`config.mk`:
```
export PLATFORM = sky130hd
export DESIGN_NAME = ccd_tgen
export DESIGN_NICKNAME = d
export VERILOG_FILES = /design/src/rtl/ccd_tgen_pkg.sv /design/src/rtl/ccd_tgen_timebase.sv /design/src/rtl/ccd_tgen_shutter.sv /design/src/rtl/ccd_tgen_vdrive.sv /design/src/rtl/ccd_tgen_tagger.sv /design/src/rtl/ccd_tgen.sv
export SDC_FILE = /design/constraint.sdc
export NUM_CORES = 1
export LEC_CHECK = 0
export BUFFER_PORTS_ARGS = -buffer_cell sky130_fd_sc_hd__buf_2
export CAP_MARGIN = 25
export CORE_AREA = 2 2 80 82
export CTS_CLUSTER_SIZE = 14
export DETAILED_ROUTE_END_ITERATION = 8
export DIE_AREA = 0 0 82 84
export HOLD_SLACK_MARGIN = 0.06
export MAX_ROUTING_LAYER = met4
export PLACE_DENSITY = 0.82
export SLEW_MARGIN = 15
export SYNTH_ARGS = -nofsm -noshare
export SYNTH_HDL_FRONTEND = slang
export SYNTH_SLANG_ARGS = --single-unit
export TNS_END_PERCENT = 20
```
`constraint.sdc`:
```
create_clock -name clk -period 15.88 [get_ports clk]
set_input_delay 0.794 -clock clk [delete_from_list [all_inputs] [get_ports clk]]
set_output_delay 0.794 -clock clk [all_outputs]
set_load 0.01 [all_outputs]
```
`src/rtl/ccd_tgen_pkg.sv`:
```
package ccd_tgen_pkg;

    typedef enum logic [1:0] {
        ZN_NONE  = 2'd0,
        ZN_DUMMY = 2'd1,
        ZN_OB    = 2'd2,
        ZN_EFF   = 2'd3
    } zone_e;

    typedef enum logic [1:0] {
        CL_NONE = 2'd0,
        CL_R    = 2'd1,
        CL_G    = 2'd2,
        CL_B    = 2'd3
    } color_e;

    typedef struct packed {
        logic v1;
        logic v2;
        logic v3;
        logic v4;
    } vclk_t;

    // vertical phase state after k staggered edges of a shift line
    function automatic vclk_t vstep_pattern(input logic [3:0] k);
        vclk_t p;
        case (k)
            4'd1:    p = '{v1: 1'b1, v2: 1'b1, v3: 1'b1, v4: 1'b0};
            4'd2:    p = '{v1: 1'b0, v2: 1'b1, v3: 1'b1, v4: 1'b0};
            4'd3:    p = '{v1: 1'b0, v2: 1'b1, v3: 1'b1, v4: 1'b1};
            4'd4:    p = '{v1: 1'b0, v2: 1'b0, v3: 1'b1, v4: 1'b1};
            4'd5:    p = '{v1: 1'b1, v2: 1'b0, v3: 1'b1, v4: 1'b1};
            4'd6:    p = '{v1: 1'b1, v2: 1'b0, v3: 1'b0, v4: 1'b1};
            4'd7:    p = '{v1: 1'b1, v2: 1'b1, v3: 1'b0, v4: 1'b1};
            default: p = '{v1: 1'b1, v2: 1'b1, v3: 1'b0, v4: 1'b0};
        endcase
        return p;
    endfunction

    // classify an index against four consecutive spans: pre, front, main, rear
    function automatic zone_e span_zone(input int idx, input int n_pre,
                                        input int n_front, input int n_main,
                                        input int n_rear);
        zone_e z;
        if (idx < 0)                                   z = ZN_NONE;
        else if (idx < n_pre)                          z = ZN_DUMMY;
        else if (idx < n_pre + n_front)                z = ZN_OB;
        else if (idx < n_pre + n_front + n_main)       z = ZN_EFF;
        else if (idx < n_pre + n_front + n_main + n_rear) z = ZN_OB;
        else                                           z = ZN_NONE;
        return z;
    endfunction

    // combine vertical and horizontal classification, dummy before black
    function automatic zone_e merge_zone(input zone_e vz, input zone_e hz);
        zone_e z;
        if (vz == ZN_NONE || hz == ZN_NONE)        z = ZN_NONE;
        else if (vz == ZN_DUMMY || hz == ZN_DUMMY) z = ZN_DUMMY;
        else if (vz == ZN_OB || hz == ZN_OB)       z = ZN_OB;
        else                                       z = ZN_EFF;
        return z;
    endfunction

    function automatic color_e mosaic_site(input logic row_odd, input logic col_odd);
        color_e c;
        if (row_odd) c = col_odd ? CL_G : CL_R;
        else         c = col_odd ? CL_B : CL_G;
        return c;
    endfunction

endpackage

```
`src/rtl/ccd_tgen_timebase.sv`:
```
module ccd_tgen_timebase #(
    parameter int LINE_PIX    = 780,
    parameter int FRAME_LINES = 525
) (
    input  logic                           clk,
    input  logic                           rst,
    output logic                           ph,
    output logic [$clog2(LINE_PIX)-1:0]    hc,
    output logic [$clog2(FRAME_LINES)-1:0] ln,
    output logic                           frame_wrap
);
    localparam int HC_W = $clog2(LINE_PIX);
    localparam int LN_W = $clog2(FRAME_LINES);
    localparam logic [HC_W-1:0] HC_LAST = HC_W'(LINE_PIX - 1);
    localparam logic [LN_W-1:0] LN_LAST = LN_W'(FRAME_LINES - 1);

    logic line_wrap;

    assign line_wrap  = ph && (hc == HC_LAST);
    assign frame_wrap = line_wrap && (ln == LN_LAST);

    always_ff @(posedge clk) begin
        if (rst) begin
            ph <= 1'b0;
            hc <= '0;
            ln <= '0;
        end else begin
            ph <= ~ph;
            if (ph) begin
                if (line_wrap) begin
                    hc <= '0;
                    ln <= (ln == LN_LAST) ? '0 : ln + 1'b1;
                end else begin
                    hc <= hc + 1'b1;
                end
            end
        end
    end
endmodule

```
`src/rtl/ccd_tgen_shutter.sv`:
```
module ccd_tgen_shutter #(
    parameter int FRAME_LINES = 525
) (
    input  logic                           clk,
    input  logic                           rst,
    input  logic                           frame_wrap,
    input  logic [$clog2(FRAME_LINES)-1:0] shutter_line,
    output logic [$clog2(FRAME_LINES)-1:0] sh
);
    always_ff @(posedge clk) begin
        if (rst || frame_wrap) sh <= shutter_line;
    end
endmodule

```
`src/rtl/ccd_tgen_vdrive.sv`:
```
module ccd_tgen_vdrive
    import ccd_tgen_pkg::*;
#(
    parameter int LINE_PIX    = 780,
    parameter int FRAME_LINES = 525,
    parameter int V_EDGE0     = 38,
    parameter int V_STEP      = 7,
    parameter int V_EDGES     = 8,
    parameter int OFD_START   = 94,
    parameter int OFD_LEN     = 7,
    parameter int TGA_START   = 276,
    parameter int TGB_START   = 319,
    parameter int TG_LEN      = 62
) (
    input  logic [$clog2(LINE_PIX)-1:0]    hc,
    input  logic [$clog2(FRAME_LINES)-1:0] ln,
    input  logic [$clog2(FRAME_LINES)-1:0] sh,
    output vclk_t                          vc,
    output logic                           tg1,
    output logic                           tg3,
    output logic                           ofd
);
    logic [V_EDGES-1:0] passed;
    logic [3:0]         k;
    logic               readout;
    int                 hci;

    assign hci     = int'(hc);
    assign readout = (ln == '0);

    // one comparator per staggered edge position
    for (genvar i = 0; i < V_EDGES; i++) begin : g_edge
        assign passed[i] = (hci >= V_EDGE0 + i * V_STEP);
    end

    always_comb begin
        k = '0;
        for (int i = 0; i < V_EDGES; i++) k = k + {3'b000, passed[i]};
    end

    always_comb begin
        vc  = readout ? vstep_pattern(4'd0) : vstep_pattern(k);
        tg1 = readout && (hci >= TGA_START) && (hci < TGA_START + TG_LEN);
        tg3 = readout && (hci >= TGB_START) && (hci < TGB_START + TG_LEN);
        ofd = !readout && (ln < sh) && (hci >= OFD_START) && (hci < OFD_START + OFD_LEN);
    end
endmodule

```
`src/rtl/ccd_tgen_tagger.sv`:
```
module ccd_tgen_tagger
    import ccd_tgen_pkg::*;
#(
    parameter int LINE_PIX    = 780,
    parameter int FRAME_LINES = 525,
    parameter int IDLE_START  = 38,
    parameter int IDLE_END    = 107,
    parameter int H_DUMMY     = 16,
    parameter int H_OBF       = 2,
    parameter int H_EFF       = 659,
    parameter int H_OBR       = 34,
    parameter int V_DUMMY     = 4,
    parameter int V_OBF       = 8,
    parameter int V_EFF       = 494,
    parameter int V_OBR       = 2
) (
    input  logic [$clog2(LINE_PIX)-1:0]    hc,
    input  logic [$clog2(FRAME_LINES)-1:0] ln,
    output logic                           valid,
    output zone_e                          zone,
    output color_e                         color
);
    int hci, lni, sidx, sline, row, erow, ecol;
    zone_e hz, vz;

    always_comb begin
        hci   = int'(hc);
        lni   = int'(ln);
        valid = !((hci >= IDLE_START) && (hci < IDLE_END));
        sidx  = (hci >= IDLE_END) ? hci - IDLE_END : hci + LINE_PIX - IDLE_END;
        if (hci < IDLE_START) sline = (lni == 0) ? FRAME_LINES - 1 : lni - 1;
        else                  sline = lni;
        row   = sline - 1;
        hz    = span_zone(sidx, H_DUMMY, H_OBF, H_EFF, H_OBR);
        vz    = span_zone(row, V_DUMMY, V_OBF, V_EFF, V_OBR);
        zone  = valid ? merge_zone(vz, hz) : ZN_NONE;
        erow  = row - V_DUMMY - V_OBF;
        ecol  = sidx - H_DUMMY - H_OBF;
        color = (zone == ZN_EFF) ? mosaic_site(erow[0], ecol[0]) : CL_NONE;
    end
endmodule

```
`src/rtl/ccd_tgen.sv`:
```
module ccd_tgen
    import ccd_tgen_pkg::*;
#(
    parameter int LINE_PIX    = 780,
    parameter int FRAME_LINES = 525,
    parameter int HSYNC_W     = 32,
    parameter int IDLE_START  = 38,
    parameter int IDLE_END    = 107,
    parameter int H_DUMMY     = 16,
    parameter int H_OBF       = 2,
    parameter int H_EFF       = 659,
    parameter int H_OBR       = 34,
    parameter int V_DUMMY     = 4,
    parameter int V_OBF       = 8,
    parameter int V_EFF       = 494,
    parameter int V_OBR       = 2,
    parameter int V_STEP      = 7,
    parameter int OFD_START   = 94,
    parameter int OFD_LEN     = 7,
    parameter int TGA_START   = 276,
    parameter int TGB_START   = 319,
    parameter int TG_LEN      = 62
) (
    input  logic                           clk,
    input  logic                           rst,
    input  logic [$clog2(FRAME_LINES)-1:0] shutter_line,
    output logic                           hd,
    output logic                           vd,
    output logic                           h1,
    output logic                           h2,
    output logic                           rg,
    output logic                           v1,
    output logic                           v2,
    output logic                           v3,
    output logic                           v4,
    output logic                           tg1,
    output logic                           tg3,
    output logic                           ofd,
    output logic                           samp_valid,
    output logic [1:0]                     samp_zone,
    output logic [1:0]                     samp_color
);
    localparam int HC_W = $clog2(LINE_PIX);
    localparam int LN_W = $clog2(FRAME_LINES);

    logic            ph_q;
    logic [HC_W-1:0] hc_q;
    logic [LN_W-1:0] ln_q;
    logic [LN_W-1:0] sh_q;
    logic            frame_wrap;
    vclk_t           vc;
    zone_e           zone;
    color_e          color;

    ccd_tgen_timebase #(.LINE_PIX(LINE_PIX), .FRAME_LINES(FRAME_LINES)) u_tb (
        .clk(clk), .rst(rst), .ph(ph_q), .hc(hc_q), .ln(ln_q), .frame_wrap(frame_wrap)
    );

    ccd_tgen_shutter #(.FRAME_LINES(FRAME_LINES)) u_sh (
        .clk(clk), .rst(rst), .frame_wrap(frame_wrap),
        .shutter_line(shutter_line), .sh(sh_q)
    );

    ccd_tgen_vdrive #(
        .LINE_PIX(LINE_PIX), .FRAME_LINES(FRAME_LINES), .V_EDGE0(IDLE_START),
        .V_STEP(V_STEP), .V_EDGES(8), .OFD_START(OFD_START), .OFD_LEN(OFD_LEN),
        .TGA_START(TGA_START), .TGB_START(TGB_START), .TG_LEN(TG_LEN)
    ) u_vd (
        .hc(hc_q), .ln(ln_q), .sh(sh_q), .vc(vc), .tg1(tg1), .tg3(tg3), .ofd(ofd)
    );

    ccd_tgen_tagger #(
        .LINE_PIX(LINE_PIX), .FRAME_LINES(FRAME_LINES), .IDLE_START(IDLE_START),
        .IDLE_END(IDLE_END), .H_DUMMY(H_DUMMY), .H_OBF(H_OBF), .H_EFF(H_EFF),
        .H_OBR(H_OBR), .V_DUMMY(V_DUMMY), .V_OBF(V_OBF), .V_EFF(V_EFF), .V_OBR(V_OBR)
    ) u_tag (
        .hc(hc_q), .ln(ln_q), .valid(samp_valid), .zone(zone), .color(color)
    );

    always_comb begin
        hd = (int'(hc_q) < HSYNC_W);
        vd = (ln_q == '0);
        // horizontal register parked during the idle window
        h1 = samp_valid ? ~ph_q : 1'b1;
        h2 = samp_valid ?  ph_q : 1'b0;
        rg = samp_valid & ~ph_q;
        {v1, v2, v3, v4} = vc;
        samp_zone  = zone;
        samp_color = color;
    end
endmodule

```
==> impl_results.md <==
* Fmax at 155 MHz
* Vias per std cell at between 6 and 7
* Total CTS buffers at 5
* Distinct cells, synth at between 60 and 70
* I/O Pins at 29
* Worst min path class: flop to flop
* Drt wl/cell at 17.6 µm
* Core Rows at 29
* Fin. Hold Viols at 0
* FF+latch count, synth at 31
* H-tree Lvls at 2
* HPWL Detailed at approximately 7.8 mm
* Initial DRC Count at 214
* Final period util at between 40% and 50%
* CTS hold repair buffers at 0
* Synth top area cells: ha_1 11%, dfxtp_1 11%, edfxtp_1 7.7%
* CP Data Required Time at roughly 15 ns
* Final instance area at approximately 4100 µm²
* Share of cells above drive strength 1 at between 10% and 20%
* Worst-path clk slew at 0.07 ns
* Syn Nets at around 570
* Die X at slightly above 80 µm
* Final ANT Viol Nets at 0
* MaxCap Viol Count at 0
* Via count at about 3900
* Cts repair resizes at 0
* Initial Util at a little under two thirds
* Root Driver: clkbuf_8
* EDFF count, synth at 10
* Cell taking the most area after synthesis: ha_1
* Area share of the largest cell type after synthesis at about 11%
* Synth Area per Inst at about 7.5 µm²
* Placed Instance Area at 3990 µm²
* Area delta synth->final at 5.73%
* Largest net degree at the start of global routing at 22
* Postcts setup bufs at 0
* Post-Route WL at 10.5 mm
* Fraction of registers with async set/reset at 0%
* Top-count cell post-synth: nor2_1
* Slew @ Worst Pin at ~0.76 ns
* CP Data Arrival Time at between 5 and 6 ns
* Full die area at between 6000 and 7000 µm²
* GR Util All Layers at 32.5%
* CP startpoint kind: flop
* Crit path kind: flop to primary output
* Worst-Skew Late Latency at between 0.2 and 0.3 ns
* Leak at 0.00180 µW
* Setup-failing EPs final at 0
* VDD IR-drop max at about 0.06 mV
* Buffers on Ports at 28
* Clock skew at between 0.007 and 0.008 ns
* Synth Warn # at 0
* Antenna fix cells at 0
* Final Max Tran Viols at 0
* Vias in the first global route at approximately 3700
* Seq/Total Area, Yosys at 18.5%
* RSZ-0062 raised after global routing: false
* Period minus WS final at approximately 6.4 ns
* Relative slew slack at about half
* Synth top cells by count: 57 x nor2_1, 37 x nand2_1, 35 x ha_1
* Outcome: complete, no violations
* First-pass GRT wire length at between 15 and 20 mm
* Drt first pass iters at 5
* Core footprint at ~6100 µm²
* CP Capture Type: primary output
* Grt ovf at 0
* Setup tns final at 0 ns
* TritonCTS clock tree: built
* Initial antenna violation count at 0
* Most used DFF post-synth: dfxtp_1
* Post-Syn Area at a little under 4000 µm²
* Remaining DRCs at 0
* CTS Buffer Depth at 2
* Final Power at about 170 µW
* Nets at 570
* Clock Sinks at 31
* Gpl congestion at approximately 0.95
* Cell count after synthesis at between 500 and 600
* CP Max Fanout at 18
* Die height at roughly 84 µm
* Power per cell area at around 42 nW/µm²
## metal layers
layer	track usage (%)	vias up	part of all wire [%]
met1	40.2	1860	42
met3	5.19	41	6.0
met4	11.7	0	3.1
li1	-	1881	-
met5	-	-	0
met2	52.9	161	49
## layout make-up
type                            count  area, µm²
Multi-Input combinational cell    418       2900
Inverter                           31        116
Sequential cell                    31        721
Clock inverter                      1       5.00
Clock buffer                        7        108
Timing Repair Buffer               32        168
Fill cell                         541       1990
Tap cell                           77       96.3
## registers in the layout, indices dropped and copies added (netlist names)
name     count
u_sh.sh     10
u_tb.hc     10
u_tb.ln     10
u_tb.ph      1
## worst paths after layout
path	start	endpoint	cells after the start	slack, ns
setup reg to reg	u_tb.hc[0]$_SDFFE_PP0P_	u_tb.ln[9]$_SDFFE_PP0P_	8	12.95
setup / recovery	u_tb.hc[3]$_SDFFE_PP0P_	v1	15	9.45
hold / removal	u_tb.ln[1]$_SDFFE_PP0P_	u_tb.ln[1]$_SDFFE_PP0P_	2	0.60
hold reg to reg	u_tb.ln[1]$_SDFFE_PP0P_	u_tb.ln[1]$_SDFFE_PP0P_	2	0.60
## worst max-delay path: stages (launching register included)
cell and delay (ns):
dfxtp_1 0.63, inv_1 0.25, ha_1 0.29, a211o_1 0.37
a21o_1 0.42, a41o_1 0.33, ha_1 0.28, inv_1 0.05
fa_1 0.50, fa_1 0.52, fa_1 0.48, fa_1 0.40
xor2_1 0.35, mux2i_1 0.23, nand3_1 0.09, buf_2 0.18
## logic make-up (layout without fill, tap and decap cells)
group	Yosys count	after routing	share of synthesized area (%)
multiplexers	7	7	1.80
AO/OA/AOI/OAI	133	133	24.4
buffers and inverters	66	71	6.95
adder cells (fa/ha/maj)	39	39	13.3
AND/OR/NAND/NOR	207	207	27.5
XOR/XNOR	32	32	7.56
flip-flops	31	31	18.5
## power breakdown
group	switching (µW)	internal (µW)	leakage, µW	total (µW)
Sequential	2.72	83.9	0.000268	86.6
Combinational	7.10	5.23	0.00148	12.3
Clock	30.9	44.4	0.0000594	75.3
Total	40.7	134	0.00180	174
## metrics by stage
step	worst slack [ns]	std cells	hold slack, ns	util [%]
2_1_floorplan	10.13	515	0.523	-
3_3_place_gp	10.02	588	0.576	65.5
3_5_place_dp	9.73	588	0.584	65.5
4_1_cts	9.40	596	0.600	67.3
5_1_grt	9.13	597	0.621	67.4
6_report	9.45	597	0.601	67.4
## placed cells by master, fill, tap and decap left out, types with 3 or more instances in the layout
cell type	Yosys	routed
nand2_1	37	37
fa_1	4	4
nand3_1	24	24
xnor2_1	22	22
o21bai_1	3	3
or3_1	7	7
or2_2	4	4
o22ai_1	5	5
a21o_1	12	12
o21a_1	3	3
nor3_1	17	17
a31oi_1	7	7
buf_4	0	3
or4_1	4	4
mux2i_1	7	7
inv_1	28	28
a211oi_1	8	8
ha_1	35	35
o211a_1	3	3
dfxtp_1	21	21
nor4b_1	3	3
nor2_1	57	57
clkinv_1	3	3
o31a_1	5	5
xor2_1	9	9
a211o_1	4	4
edfxtp_1	10	10
nand4_1	11	11
nor2b_1	6	6
and2_1	9	9
a21oi_1	32	32
o21ai_0	23	23
clkbuf_8	0	6
buf_2	0	28
nand2b_1	7	7
nor4_1	5	5
o31ai_1	3	3
Note: power is estimated with default switching activity, not from simulation.
